--- config.mk ---
export PLATFORM = sky130hd
export DESIGN_NAME = rcp_est_unit
export DESIGN_NICKNAME = d
export VERILOG_FILES = /design/src/rtl/rcp_pkg.sv /design/src/rtl/rcp_classify.sv /design/src/rtl/rcp_norm.sv /design/src/rtl/rcp_core.sv /design/src/rtl/rcp_pack.sv /design/src/rtl/rcp_est_unit.sv
export SDC_FILE = /design/constraint.sdc
export NUM_CORES = 1
export LEC_CHECK = 0
export BUFFER_PORTS_ARGS = -buffer_cell sky130_fd_sc_hd__buf_2
export CAP_MARGIN = 20
export CORE_MARGIN = 2
export CORE_UTILIZATION = 63
export CTS_CLUSTER_DIAMETER = 40
export CTS_CLUSTER_SIZE = 30
export DETAILED_ROUTE_END_ITERATION = 10
export PLACE_DENSITY = 0.86
export SYNTH_ARGS = -nofsm -noshare
export SYNTH_HDL_FRONTEND = slang
export SYNTH_SLANG_ARGS = --single-unit
export TNS_END_PERCENT = 20
--- constraint.sdc ---
create_clock -name clk -period 0.87 [get_ports clk]
set_clock_uncertainty 0.1 [all_clocks]
set_input_delay 0.087 -clock clk [delete_from_list [all_inputs] [get_ports clk]]
set_output_delay 0.087 -clock clk [all_outputs]
set_load 0.05 [all_outputs]
--- src/rtl/rcp_pkg.sv ---
package rcp_pkg;

  typedef enum logic [1:0] {
    RM_NEAREST = 2'd0,
    RM_UP      = 2'd1,
    RM_DOWN    = 2'd2,
    RM_ZERO    = 2'd3
  } rmode_e;

  typedef enum logic [2:0] {
    CL_NAN,
    CL_INF,
    CL_ZERO,
    CL_TINY,
    CL_HUGE_FZ,
    CL_FINITE
  } opclass_e;

  typedef struct packed {
    logic invalid;
    logic divzero;
    logic overflow;
    logic underflow;
    logic inexact;
  } flags_t;

endpackage

--- src/rtl/rcp_classify.sv ---
module rcp_classify
  import rcp_pkg::*;
#(
  parameter int EXP_W  = 8,
  parameter int FRAC_W = 23
) (
  input  logic [EXP_W+FRAC_W:0] op,
  input  logic                  fz,
  output opclass_e              cls,
  output logic                  is_snan,
  output logic                  flushed
);
  localparam int BIAS     = (1 << (EXP_W - 1)) - 1;
  localparam int HUGE_EXP = 2 * BIAS - 1;

  logic [EXP_W-1:0]  exp_f;
  logic [FRAC_W-1:0] frac_f;
  logic              exp_max, exp_min, frac_nz, tiny_mag;

  assign exp_f    = op[FRAC_W +: EXP_W];
  assign frac_f   = op[FRAC_W-1:0];
  assign exp_max  = &exp_f;
  assign exp_min  = ~|exp_f;
  assign frac_nz  = |frac_f;
  assign tiny_mag = ~|frac_f[FRAC_W-1 -: 2];
  assign flushed  = fz & exp_min & frac_nz;
  assign is_snan  = exp_max & frac_nz & ~frac_f[FRAC_W-1];

  always_comb begin
    if (exp_max)                                   cls = frac_nz ? CL_NAN : CL_INF;
    else if (exp_min && (!frac_nz || fz))          cls = CL_ZERO;
    else if (exp_min && tiny_mag)                  cls = CL_TINY;
    else if (fz && (int'(exp_f) >= HUGE_EXP))      cls = CL_HUGE_FZ;
    else                                           cls = CL_FINITE;
  end
endmodule

--- src/rtl/rcp_norm.sv ---
module rcp_norm #(
  parameter int EXP_W  = 8,
  parameter int FRAC_W = 23,
  parameter int CORE_W = 9
) (
  input  logic [EXP_W-1:0]        exp_f,
  input  logic [FRAC_W-1:0]       frac_f,
  output logic signed [EXP_W+1:0] exp_adj,
  output logic [CORE_W-1:0]       core_in
);
  logic [FRAC_W-1:0] frac_n;

  always_comb begin
    if (exp_f != '0) begin
      exp_adj = $signed({2'b00, exp_f});
      frac_n  = frac_f;
    end else if (frac_f[FRAC_W-1]) begin
      exp_adj = '0;
      frac_n  = frac_f << 1;
    end else begin
      exp_adj = '1;
      frac_n  = frac_f << 2;
    end
  end

  assign core_in = {1'b1, frac_n[FRAC_W-1 -: CORE_W-1]};
endmodule

--- src/rtl/rcp_core.sv ---
module rcp_core #(
  parameter int CORE_W = 9
) (
  input  logic [CORE_W-1:0] a,
  output logic [CORE_W-1:0] est
);
  localparam int NUM_W = 2 * CORE_W + 2;
  localparam logic [NUM_W-1:0] NUM = NUM_W'(1) << (2 * CORE_W + 1);

  function automatic logic [CORE_W-1:0] recip_fn(input logic [CORE_W-1:0] x);
    logic [NUM_W-1:0] odd_den;
    logic [NUM_W-1:0] quo;
    logic [NUM_W-1:0] rnd;
    odd_den = NUM_W'({x, 1'b1});
    quo     = NUM / odd_den;
    rnd     = (quo + NUM_W'(1)) >> 1;
    return rnd[CORE_W-1:0];
  endfunction

  assign est = recip_fn(a);
endmodule

--- src/rtl/rcp_pack.sv ---
module rcp_pack #(
  parameter int EXP_W  = 8,
  parameter int FRAC_W = 23,
  parameter int CORE_W = 9
) (
  input  logic signed [EXP_W+1:0] exp_adj,
  input  logic [CORE_W-1:0]       est,
  output logic [EXP_W-1:0]        res_exp,
  output logic [FRAC_W-1:0]       res_frac,
  output logic                    sub_out
);
  localparam int BIAS    = (1 << (EXP_W - 1)) - 1;
  localparam int RES_OFF = 2 * BIAS - 1;

  logic signed [EXP_W+1:0] rexp;
  logic [CORE_W-2:0]       est_lo;

  assign rexp   = (EXP_W+2)'(RES_OFF) - exp_adj;
  assign est_lo = est[CORE_W-2:0];

  always_comb begin
    sub_out = 1'b1;
    res_exp = '0;
    if (rexp == '0) begin
      res_frac = FRAC_W'({1'b1, est_lo}) << (FRAC_W - CORE_W);
    end else if (rexp == '1) begin
      res_frac = FRAC_W'({2'b01, est_lo}) << (FRAC_W - CORE_W - 1);
    end else begin
      sub_out  = 1'b0;
      res_exp  = rexp[EXP_W-1:0];
      res_frac = FRAC_W'(est_lo) << (FRAC_W - CORE_W + 1);
    end
  end
endmodule

--- src/rtl/rcp_est_unit.sv ---
module rcp_est_unit
  import rcp_pkg::*;
#(
  parameter int EXP_W  = 8,
  parameter int FRAC_W = 23,
  parameter int CORE_W = 9
) (
  input  logic                  clk,
  input  logic                  rst_n,
  input  logic                  in_valid,
  input  logic [EXP_W+FRAC_W:0] operand,
  input  logic                  fz,
  input  logic                  dn,
  input  logic [1:0]            rmode,
  output logic                  out_valid,
  output logic [EXP_W+FRAC_W:0] result,
  output logic [4:0]            exc_flags
);
  localparam int W       = EXP_W + FRAC_W + 1;
  localparam int BIAS    = (1 << (EXP_W - 1)) - 1;
  localparam int RES_OFF = 2 * BIAS - 1;
  localparam logic [W-1:0] DEF_NAN   = {1'b0, {EXP_W{1'b1}}, 1'b1, {(FRAC_W-1){1'b0}}};
  localparam logic [W-1:0] QUIET_BIT = W'(1) << (FRAC_W - 1);

  opclass_e                cls;
  logic                    is_snan, flushed;
  logic                    sgn;
  logic signed [EXP_W+1:0] exp_adj;
  logic [CORE_W-1:0]       core_in, core_est;
  logic [EXP_W-1:0]        pk_exp;
  logic [FRAC_W-1:0]       pk_frac;
  logic                    pk_sub;
  logic                    sat_inf;
  logic [W-1:0]            nxt_res;
  flags_t                  nxt_flg;

  assign sgn = operand[W-1];

  rcp_classify #(.EXP_W(EXP_W), .FRAC_W(FRAC_W)) u_cls (
    .op(operand), .fz(fz), .cls(cls), .is_snan(is_snan), .flushed(flushed)
  );

  rcp_norm #(.EXP_W(EXP_W), .FRAC_W(FRAC_W), .CORE_W(CORE_W)) u_norm (
    .exp_f(operand[FRAC_W +: EXP_W]), .frac_f(operand[FRAC_W-1:0]),
    .exp_adj(exp_adj), .core_in(core_in)
  );

  rcp_core #(.CORE_W(CORE_W)) u_core (.a(core_in), .est(core_est));

  rcp_pack #(.EXP_W(EXP_W), .FRAC_W(FRAC_W), .CORE_W(CORE_W)) u_pack (
    .exp_adj(exp_adj), .est(core_est),
    .res_exp(pk_exp), .res_frac(pk_frac), .sub_out(pk_sub)
  );

  assign sat_inf = (rmode == RM_NEAREST) ||
                   (rmode == RM_UP   && !sgn) ||
                   (rmode == RM_DOWN &&  sgn);

  always_comb begin
    nxt_flg = '0;
    nxt_res = '0;
    unique case (cls)
      CL_NAN: begin
        nxt_flg.invalid = is_snan;
        nxt_res = dn ? DEF_NAN : (operand | QUIET_BIT);
      end
      CL_INF:  nxt_res = {sgn, {(W-1){1'b0}}};
      CL_ZERO: begin
        nxt_flg.divzero = 1'b1;
        nxt_res = {sgn, {EXP_W{1'b1}}, {FRAC_W{1'b0}}};
      end
      CL_TINY: begin
        nxt_flg.overflow = 1'b1;
        nxt_flg.inexact  = 1'b1;
        nxt_res = sat_inf ? {sgn, {EXP_W{1'b1}}, {FRAC_W{1'b0}}}
                          : {sgn, {(EXP_W-1){1'b1}}, 1'b0, {FRAC_W{1'b1}}};
      end
      CL_HUGE_FZ: begin
        nxt_flg.underflow = 1'b1;
        nxt_res = {sgn, {(W-1){1'b0}}};
      end
      default: nxt_res = {sgn, pk_exp, pk_frac};
    endcase
  end

  always_ff @(posedge clk or negedge rst_n) begin
    if (!rst_n) begin
      out_valid <= 1'b0;
      result    <= '0;
      exc_flags <= '0;
    end else begin
      out_valid <= in_valid;
      if (in_valid) begin
        result    <= nxt_res;
        exc_flags <= nxt_flg;
      end
    end
  end

  // Assertions next to the logic they guard
  p_valid_follow_r1: assert property (@(posedge clk) disable iff (!rst_n)
    1'b1 |=> (out_valid == $past(in_valid)));
  p_hold_idle_r1: assert property (@(posedge clk) disable iff (!rst_n)
    !in_valid |=> ($stable(result) && $stable(exc_flags)));
  p_core_range_r2: assert property (@(posedge clk) disable iff (!rst_n)
    (in_valid && cls == CL_FINITE) |-> core_est[CORE_W-1]);
  p_sub_out_r4: assert property (@(posedge clk) disable iff (!rst_n)
    (in_valid && cls == CL_FINITE && pk_sub) |-> (int'(operand[FRAC_W +: EXP_W]) >= RES_OFF));
  p_nan_quiet_r5: assert property (@(posedge clk) disable iff (!rst_n)
    (in_valid && cls == CL_NAN) |=> ((&result[FRAC_W +: EXP_W]) && result[FRAC_W-1]));
  p_inf_zero_r7: assert property (@(posedge clk) disable iff (!rst_n)
    (in_valid && cls == CL_INF) |=> (result[W-2:0] == '0 && exc_flags == '0));
  p_zero_dz_r8: assert property (@(posedge clk) disable iff (!rst_n)
    (in_valid && cls == CL_ZERO) |=> (exc_flags[3] && (&result[FRAC_W +: EXP_W])));
  p_no_overflow_alone_r9: assert property (@(posedge clk) disable iff (!rst_n)
    exc_flags[2] |-> exc_flags[0]);
  p_uf_zero_r10: assert property (@(posedge clk) disable iff (!rst_n)
    (out_valid && exc_flags[1]) |-> (result[W-2:0] == '0));
  p_flush_dz_r11: assert property (@(posedge clk) disable iff (!rst_n)
    (in_valid && flushed) |=> exc_flags[3]);
  p_one_cause_r12: assert property (@(posedge clk) disable iff (!rst_n)
    $onehot0(exc_flags[4:1]));
endmodule

==> impl_metrics.csv, run 1 <==
group,metric,value,unit
run_status,outcome,"did not finish",
floorplanning,placementRows,42,
logic_synthesis,syn_area_per_cell,7.17,um2
logic_synthesis,synth_largest_area_cell,"dfrtp_1",
logic_synthesis,asyncSetResetFlopFracSynth,100,%
logic_synthesis,synth_ff_type,"dfrtp_1",
floorplanning,die_y,119,um
run_status,firstError,"[ERROR DPL-0033] detailed placement checks failed during check placement.",
place,port_buffers,76,
logic_synthesis,ys_seq_area_share,11.0,%
logic_synthesis,netlist_instances,1171,
place,gp_congestion,1.05,
floorplanning,start_util,63.9,%
run_status,haltStage,"3_5_place_dp",
logic_synthesis,syn_area,8400,um2
logic_synthesis,synth_area_leaders,"dfrtp_1 11%, ha_1 11%, a21oi_1 9.2%, xnor2_1 4.9%, o21ai_0 4.8%",
logic_synthesis,synth_top_cell_area_share,11.0,%
place,dpl.hpwl,37000,um
logic_synthesis,synth_edf_count,0,
logic_synthesis,yosys_warnings,0,
logic_synthesis,synth_cell_types,102,
logic_synthesis,syn_nets,1288,
floorplanning,io_pins,77,
floorplanning,die_x,119,um
logic_synthesis,synth_seq_cells,37,
## cells in the mapped netlist (all sizes together) (11+ instances only)
library cell	count
a21oi	155
inv	79
mux2i	19
buf	19
nor3	22
and2	12
o21ai	93
dfrtp	37
nand4	13
nor2b	14
a21o	23
nand2	80
o21a	16
a211oi	20
mux2	16
ha	71
nor4	11
o31ai	12
nand3	34
clkbuf	33
nand2b	16
xnor2	47
nor2	107
xor2	17
o21bai	16
a31oi	21
## per-stage QoR
step	setup slack [ns]	instance area, um2
after floorplan	-19.71	8880
after global placement	-18.13	12800
## kinds of logic after synthesis
group	synth area share (%)
compound gates	35.8
simple gates	22.8
buf+inv	6.24
fa+ha+maj	12.5
xor+xnor	7.21
flops	11.0
mux	4.45
==> run 2: changes to the inputs <==
--- a/config.mk
+++ b/config.mk
@@ -8,11 +8,9 @@
 export BUFFER_PORTS_ARGS = -buffer_cell sky130_fd_sc_hd__buf_2
 export CAP_MARGIN = 20
 export CORE_MARGIN = 2
-export CORE_UTILIZATION = 63
-export CTS_CLUSTER_DIAMETER = 40
-export CTS_CLUSTER_SIZE = 30
+export CORE_UTILIZATION = 40
 export DETAILED_ROUTE_END_ITERATION = 10
-export PLACE_DENSITY = 0.86
+export PLACE_DENSITY_LB_ADDON = 0.15
 export SYNTH_ARGS = -nofsm -noshare
 export SYNTH_HDL_FRONTEND = slang
 export SYNTH_SLANG_ARGS = --single-unit
==> run 2 against run 1 <==
Compared with the run above:
- the flow now finishes, with violations (setup timing)
- synthesized area stayed put
- synthesized cell count stayed put
==> impl_metrics.csv, run 2 <==
group,metric,value,unit
timing,tightest_slew,0.664,ns
timing,finalHoldViolCount,0,
cts,clock-sinks,37,
route,dr.pass1.iters,5,
logic_synthesis,synth_largest_area_cell,"dfrtp_1",
logic_synthesis,yosysMostFrequentCell,"a21oi_1",
route,drt-total-wl,35900,um
timing,fin_crit,19.41,ns
worst_setup_path,required,0.95,ns
logic_synthesis,synth_seq_cells,37,
layout,largest_register_ffs,32,
worst_setup_path,cp-end-kind,"flip-flop",
timing,rsz0062_at_grt,"true",
cts,htree_levels,2,
global_route,grt_pass1_wl,56000,um
timing,tns,-230.20,ns
layout,drive_gt1_share,50.7,%
timing,finalWorstSetupSlack,-18.54,ns
worst_setup_path,max_stage_delay,0.62,ns
worst_setup_path,arrival,19.48,ns
cts,numCtsBuffers,5,
timing,report.final.setup_viol,74,
worst_setup_path,worstPathMaxFanout,7,
floorplanning,io_pins,77,
floorplanning,die_x,149,um
global_route,antenna_found_initial,0,
layout,nFillCells,1592,
route,wl_per_cell,17.2,um
global_route,grt-ovfl-total,0,
logic_synthesis,synth_edf_count,0,
logic_synthesis,syn_nets,1288,
layout,largest_register,"result",
route,route.detailed.drc,0,
run_status,outcome,"finished with violations",
logic_synthesis,synth_top_cell_area_share,11.0,%
timing,fmax,0.0515,GHz
place,place_ws,-19.00,ns
logic_synthesis,synth_commonest_cells,"154 x a21oi_1, 104 x nor2_1, 81 x o21ai_0, 78 x nand2_1, 72 x inv_1",
place,gp_congestion,0.940,
layout,num_antenna_cells,0,
global_route,grt_pass1_vias,11565,
cts,clk_pin_slew,0.05,ns
layout,regArea,926,um2
layout,nets,1933,
logic_synthesis,ys_seq_area_share,11.0,%
layout,largestRegisters,"result x32, exc_flags x4, out_valid x1",
logic_synthesis,synth_area_leaders,"dfrtp_1 11%, ha_1 11%, a21oi_1 9.2%, xnor2_1 4.9%, o21ai_0 4.8%",
worst_setup_path,crit_top_cell,"a21oi_2",
global_route,gr-usage-all-layers,30.6,%
floorplanning,start_util,40.3,%
layout,layout_common_cells,"583 x buf_4, 116 x a21oi_1, 94 x nor2_1",
layout,area_delta_synth_final,79.4,%
floorplanning,core,20800,um2
floorplanning,placementRows,53,
route,drtIter0Drc,761,
run,max_cap_viol_count,0,
timing,whs,0.00781,ns
logic_synthesis,syn_area_per_cell,7.17,um2
worst_setup_path,cp-start-kind,"input port",
floorplanning,die_y,149,um
logic_synthesis,asyncSetResetFlopFracSynth,100,%
worst_setup_path,critPathKind,"in -> reg",
layout,multi_input_area,7950,um2
logic_synthesis,synth_ff_type,"dfrtp_1",
cts,clock_latency,0.27,ns
timing,slew_viol_final,0,
timing,fin_crit_sh,2230,%
floorplanning,die_area,22200,um2
logic_synthesis,syn_area,8400,um2
cts,clockBufferDepth,2,
route,vias_per_cell,5.61,
cts,cts-root-buf,"clkbuf_16",
logic_synthesis,netlist_instances,1171,
timing,max-slew-margin-rel,55.5,%
hold_path,hold_class,"in -> reg",
cts,cts_tree,"yes",
route,routed-via-count,11743,
worst_setup_path,cp_slowest_cell,"or4_4",
logic_synthesis,yosys_warnings,0,
place,port_buffers,76,
layout,layout_commonest_cell,"buf_4",
run_status,violations,"setup timing",
logic_synthesis,synth_cell_types,102,
place,dpl.hpwl,26400,um
route,ant_nets,0,
global_route,grt_max_degree,38,
## run 2: cell counts after synthesis
No cell type changed its count.
## run 2: routing by layer
metal,track usage (%),part of all wire [%]
met5,0,0
met1,38.5,43
met2,54.9,49
met3,2.66,5.0
met4,10.2,3.0
## run 2: layout make-up
class	instances	share of cell area, %
Tap cell	275	2.28
Clock inverter	2	0.0664
Inverter	79	2.03
Sequential cell	37	6.15
Timing Repair Buffer	689	35.8
Multi-Input combinational cell	1004	52.8
Clock buffer	6	0.855
## run 2: logic make-up (layout without fill, tap and decap cells)
family / after synthesis / after routing / share of synthesized area, %
and+or+nand+nor: 366 / 367 / 22.8
adders and majority gates: 80 / 80 / 12.5
AOI/OAI and AO/OA: 456 / 456 / 35.8
buffers and inverters: 131 / 776 / 6.24
DFF: 37 / 37 / 11.0
xor gates and xnor gates: 66 / 66 / 7.21
muxes: 35 / 35 / 4.45
## run 2: what timing repair did
action | 4_1_cts | 5_1_grt
hold endpoints to repair | 37 | 0
pin swaps | 116 | 92
buffers inserted | 89 | 21
cloned | 2 | 0
hold buffers | 1 | 0
gates resized for setup | 157 | 85
setup endpoints to repair | 74 | 74
## run 2: metrics by stage
step / util, % / instances / cell area, um2
floorplan: - / 1171 / 8880
global placement: 62.9 / 1972 / 13100
detailed placement: 62.9 / 1972 / 13100
CTS: 69.8 / 2072 / 14500
global route: 72.4 / 2092 / 15100
finish: 72.4 / 2092 / 15100
## run 2: worst paths after layout
check | from | slack (ns) | cells past startpoint | endpoint
max | operand[28] | -18.54 | 120 | result[18]
min reg2reg | result[28] | 0.41 | 1 | result[28]
min | operand[1] | 0.008 | 3 | result[1]
max reg2reg | result[17] | -0.05 | 2 | result[17]
min in group asynchronous | rst_n | 0.22 | 3 | result[26]
max in group asynchronous | rst_n | 0.26 | 3 | result[4]
## run 2: worst max-delay path, delay by kind of cell
family | cells | cell delay [ns]
xor gates and xnor gates | 1 | 0.17
AOI/OAI and AO/OA | 72 | 10.74
and+or+nand+nor | 20 | 3.90
muxes | 3 | 0.66
buffers and inverters | 14 | 1.48
adders and majority gates | 10 | 2.38
Power of run 2 is left out: the tool's default activity adds up to more than one toggle a clock period on the data nets, which glitch-free logic cannot reach.
==> run 3: changes to the inputs <==
--- a/config.mk
+++ b/config.mk
@@ -11,6 +11,8 @@
 export CORE_UTILIZATION = 40
 export DETAILED_ROUTE_END_ITERATION = 10
 export PLACE_DENSITY_LB_ADDON = 0.15
+export RECOVER_POWER = 50
+export SLEW_MARGIN = 15
 export SYNTH_ARGS = -nofsm -noshare
 export SYNTH_HDL_FRONTEND = slang
 export SYNTH_SLANG_ARGS = --single-unit
==> run 3 against run 2 <==
Compared with the run above:
- the run still ends with setup timing left
- highest routed layer unchanged
- final cell count did not move
- via count shrank 0.15%
- largest cell class unchanged
- critical path depth unchanged
- global-route usage did not move
- hold slack better by 0.0030 ns
==> impl_metrics.csv, run 3 (synthesis results as in run 2) <==
group,metric,value,unit
cts,cts_tree,"yes",
global_route,gr-usage-all-layers,30.6,%
timing,slew_viol_final,0,
global_route,grt_pass1_wl,56000,um
worst_setup_path,required,0.95,ns
layout,nFillCells,1596,
timing,fin_crit_sh,2230,%
worst_setup_path,critPathKind,"in -> reg",
timing,report.final.setup_viol,74,
run_status,outcome,"finished with violations",
floorplanning,die_area,22200,um2
timing,rsz0062_at_grt,"true",
timing,max-slew-margin-rel,55.5,%
place,gp_congestion,0.940,
cts,clk_pin_slew,0.05,ns
run,max_cap_viol_count,0,
worst_setup_path,crit_top_cell,"a21oi_2",
layout,regArea,926,um2
layout,multi_input_area,7950,um2
layout,area_delta_synth_final,79.2,%
route,dr.pass1.iters,5,
worst_setup_path,worstPathMaxFanout,7,
layout,largest_register,"result",
layout,nets,1933,
layout,num_antenna_cells,0,
layout,drive_gt1_share,50.7,%
route,drt-total-wl,35900,um
layout,layout_common_cells,"583 x buf_4, 116 x a21oi_1, 94 x nor2_1",
cts,clock-sinks,37,
cts,cts-root-buf,"clkbuf_16",
timing,fmax,0.0515,GHz
timing,finalHoldViolCount,0,
worst_setup_path,max_stage_delay,0.62,ns
cts,htree_levels,2,
cts,numCtsBuffers,5,
floorplanning,start_util,40.3,%
timing,fin_crit,19.42,ns
layout,layout_commonest_cell,"buf_4",
route,route.detailed.drc,0,
route,drtIter0Drc,756,
place,dp.cells,1972,
route,ant_nets,0,
floorplanning,die_y,149,um
layout,largest_register_ffs,32,
global_route,grt_max_degree,38,
place,port_buffers,76,
cts,clock_latency,0.27,ns
timing,whs,0.0108,ns
floorplanning,die_x,149,um
cts,clockBufferDepth,2,
worst_setup_path,cp-end-kind,"flip-flop",
route,vias_per_cell,5.60,
global_route,grt_pass1_vias,11565,
timing,tightest_slew,0.664,ns
layout,largestRegisters,"result x32, exc_flags x4, out_valid x1",
worst_setup_path,arrival,19.50,ns
worst_setup_path,cp-start-kind,"input port",
place,place_ws,-19.00,ns
place,dpl.hpwl,26400,um
layout,stdcell_count,2092,
route,routed-via-count,11725,
hold_path,hold_class,"in -> reg",
floorplanning,placementRows,53,
worst_setup_path,rrSetupSlack,-0.06,ns
route,wl_per_cell,17.2,um
timing,finalWorstSetupSlack,-18.55,ns
global_route,antenna_found_initial,0,
worst_setup_path,cp_slowest_cell,"or4_4",
floorplanning,io_pins,77,
floorplanning,core,20800,um2
global_route,grt-ovfl-total,0,
run_status,violations,"setup timing",
-- run 3: cell count changes in the layout (fill, tap and decap cells not counted), sizes merged --
| cell | change |
|---|---|
| clkbuf | +1 |
| buf | -1 |
-- run 3: final timing paths --
kind	startpoint	end	cells past startpoint
max in group asynchronous	rst_n	result[4]	3
worst min register to register	result[28]	result[28]	1
worst min-delay path	operand[1]	result[1]	3
worst max register to register	result[17]	result[17]	2
min in group asynchronous	rst_n	result[26]	3
worst max-delay path	operand[28]	result[18]	120
-- run 3: critical path, delay by kind of cell --
family,cells,cell delay [ns]
AND/OR/NAND/NOR,20,3.90
AO/OA/AOI/OAI,72,10.76
multiplexers,3,0.66
buffers and inverters,14,1.48
XOR/XNOR,1,0.17
adder cells (fa/ha/maj),10,2.38
-- run 3: what timing repair did --
action	CTS	global route
endpoints found under the hold margin	37	0
gates resized for setup	157	85
hold buffers	1	0
gates cloned	2	0
pin swaps	116	92
buffers inserted	89	21
setup endpoints to repair	74	74
-- run 3: per-stage QoR --
stage	setup TNS (ns)	area (um2)	utilization (%)
floorplan	-240.16	8880	-
global placement	-227.33	13100	62.9
detailed placement	-235.38	13100	62.9
CTS	-224.56	14500	69.8
global route	-243.74	15100	72.3
finish	-230.34	15100	72.3
-- run 3: layer usage --
layer	up-vias	global-route usage (%)	part of all wire, %
li1	5662	-	-
met1	5575	38.5	43
met2	413	54.9	49
met3	75	2.66	5.2
met4	0	10.2	2.9
met5	-	0	0
-- run 3: final cells by class --
class / count / area share (%)
timing repair buffer: 689 / 35.8
multi-input combinational: 1004 / 52.8
sequential: 37 / 6.15
clock buffer: 6 / 0.856
clock inverter: 2 / 0.0665
tap: 275 / 2.29
inverter: 79 / 2.04
Power of run 3 is left out for the same reason.
==> run 4: changes to the inputs <==
--- a/config.mk
+++ b/config.mk
@@ -7,10 +7,10 @@
 export LEC_CHECK = 0
 export BUFFER_PORTS_ARGS = -buffer_cell sky130_fd_sc_hd__buf_2
 export CAP_MARGIN = 20
+export CORE_ASPECT_RATIO = 0.5
 export CORE_MARGIN = 2
 export CORE_UTILIZATION = 40
 export DETAILED_ROUTE_END_ITERATION = 10
-export PLACE_DENSITY_LB_ADDON = 0.15
 export RECOVER_POWER = 50
 export SLEW_MARGIN = 15
 export SYNTH_ARGS = -nofsm -noshare
==> run 4 against run 3 <==
Compared with the run above:
- the flow still finishes with violations (setup timing)
- final cell count increased by 1.9%
- sequential share of layout area down 0.16 points
- register-to-register slack improved by 0.04 ns
- design area rose by 2.6%
- fmax fell by 2.3%
- critical path depth unchanged
- global-route usage rose by 2.2 points
- wire length grew 12%
==> impl_metrics.csv, run 4 (synthesis results as in run 2) <==
group,metric,value,unit
run_status,outcome,"finished with violations",
run_status,violations,"setup timing",
floorplanning,die_area,22200,um2
timing,rsz0062_at_grt,"true",
timing,report.final.setup_viol,74,
run,max_cap_viol_count,0,
timing,tightest_slew,0.674,ns
global_route,grt_pass1_vias,12137,
worst_setup_path,worstSetupStartpoint,"operand[26]",
route,dr.pass1.iters,7,
worst_setup_path,rrSetupSlack,-0.02,ns
cts,clk_pin_slew,0.06,ns
cts,htree_levels,2,
worst_setup_path,cp-end-kind,"flip-flop",
layout,largestRegisters,"result x32, exc_flags x4, out_valid x1",
floorplanning,start_util,40.9,%
route,routed-via-count,12460,
hold_path,hold_class,"in -> reg",
worst_setup_path,reg2reg_from,"result[14]",
global_route,grt-ovfl-total,0,
worst_setup_path,crit_top_cell,"a21oi_2",
timing,whs,0.0261,ns
timing,slew_viol_final,0,
cts,cts_tree,"yes",
global_route,grt_max_degree,38,
cts,clock-sinks,37,
floorplanning,io_pins,77,
timing,finalWorstSetupSlack,-19.02,ns
place,dpl.hpwl,27300,um
cts,clockBufferDepth,2,
layout,nFillCells,1376,
route,wl_per_cell,18.9,um
layout,finish.utilization,75.2,%
timing,fin_crit_sh,2290,%
global_route,gr-usage-all-layers,32.8,%
layout,layout_common_cells,"633 x buf_4, 112 x a21oi_1, 92 x nor2_1",
cts,cts-root-buf,"clkbuf_16",
route,route.detailed.drc,0,
route,drt-total-wl,40300,um
hold_path,worstHoldStart,"operand[10]",
worst_setup_path,cp_slowest_cell,"or4_4",
layout,layout_commonest_cell,"buf_4",
route,ant_nets,0,
timing,fin_crit,19.89,ns
worst_setup_path,max_stage_delay,0.65,ns
worst_setup_path,rr_endpoint,"result[14]",
cts,numCtsBuffers,5,
layout,area_delta_synth_final,84.0,%
timing,fmax,0.0503,GHz
worst_setup_path,worstPathMaxFanout,9,
layout,num_antenna_cells,0,
timing,max-slew-margin-rel,54.8,%
floorplanning,core,20600,um2
worst_setup_path,cp-start-kind,"input port",
worst_setup_path,arrival,19.93,ns
place,gp_congestion,0.974,
global_route,grt_pass1_wl,60300,um
hold_path,min_to,"result[10]",
route,drtIter0Drc,1316,
place,port_buffers,76,
layout,largest_register,"result",
worst_setup_path,required,0.92,ns
cts,clock_latency,0.28,ns
global_route,antenna_found_initial,0,
timing,finalHoldViolCount,0,
worst_setup_path,reg2reg_depth,1,
floorplanning,placementRows,37,
route,vias_per_cell,5.84,
worst_setup_path,critPathKind,"in -> reg",
layout,drive_gt1_share,52.7,%
floorplanning,die_y,106,um
hold_path,whs_path_depth,3,
layout,largest_register_ffs,32,
floorplanning,die_x,209,um
layout,nets,1975,
[run 4: cell types whose count changed in the layout (fill, tap and decap cells not counted), sizes merged]
cell,change
buf,+41
clkinvlp,+1
clkinv,+1
inv,-1
[run 4: worst max path at each step]
| stage | slack (ns) | cells past startpoint | end |
|---|---|---|---|
| 6_report | -19.02 | 120 | result[20] |
| 5_1_grt | -20.11 | 124 | result[16] |
| 4_1_cts | -18.04 | 121 | result[20] |
| 3_5_place_dp | -19.08 | 117 | result[18] |
| 3_3_place_gp | -18.34 | 120 | result[18] |
| 2_1_floorplan | -19.71 | 128 | result[18] |
[run 4: layer usage]
| metal | GRT usage (%) | vias to the layer above | share of wire, % |
|---|---|---|---|
| met1 | 42.9 | 5941 | 42 |
| met2 | 57.0 | 629 | 46 |
| met5 | 0 | - | 0 |
| met3 | 4.46 | 143 | 7.6 |
| li1 | - | 5747 | - |
| met4 | 8.62 | 0 | 4.2 |
[run 4: repair_timing]
action / 4_1_cts / 5_1_grt
resized for setup: 166 / 89
hold buffers: 1 / 0
buffers inserted: 113 / 29
hold endpoints to repair: 37 / 0
pin swaps: 122 / 95
cloned: 1 / 0
endpoints found under the setup margin: 74 / 74
[run 4: layout make-up]
class,count,area [um2],share of cell area [%]
Multi-Input combinational cell,1004,8090,52.4
Timing Repair Buffer,731,5640,36.5
Sequential cell,37,926,5.99
Tap cell,273,342,2.21
Inverter,79,317,2.05
Clock buffer,5,125,0.810
Clock inverter,3,17.5,0.113
[run 4: metrics by stage]
stage               instance area (um2)  std cells  setup TNS [ns]  setup WS (ns)
floorplan                          8880       1171         -240.16         -19.71
global placement                  13200       1982         -227.60         -18.34
detailed placement                13200       1982         -235.35         -19.08
CTS                               14800       2105         -220.93         -18.04
global route                      15500       2132         -244.75         -20.11
finish                            15500       2132         -230.99         -19.02
[run 4: critical path, delay by kind of cell]
family                     cells  cell delay, ns
xor gates and xnor gates       1            0.18
and+or+nand+nor               26            4.71
buffers and inverters         21            2.51
AOI/OAI and AO/OA             61            9.83
adders and majority gates      9            2.12
muxes                          2            0.47
Power of run 4 is left out for the same reason.
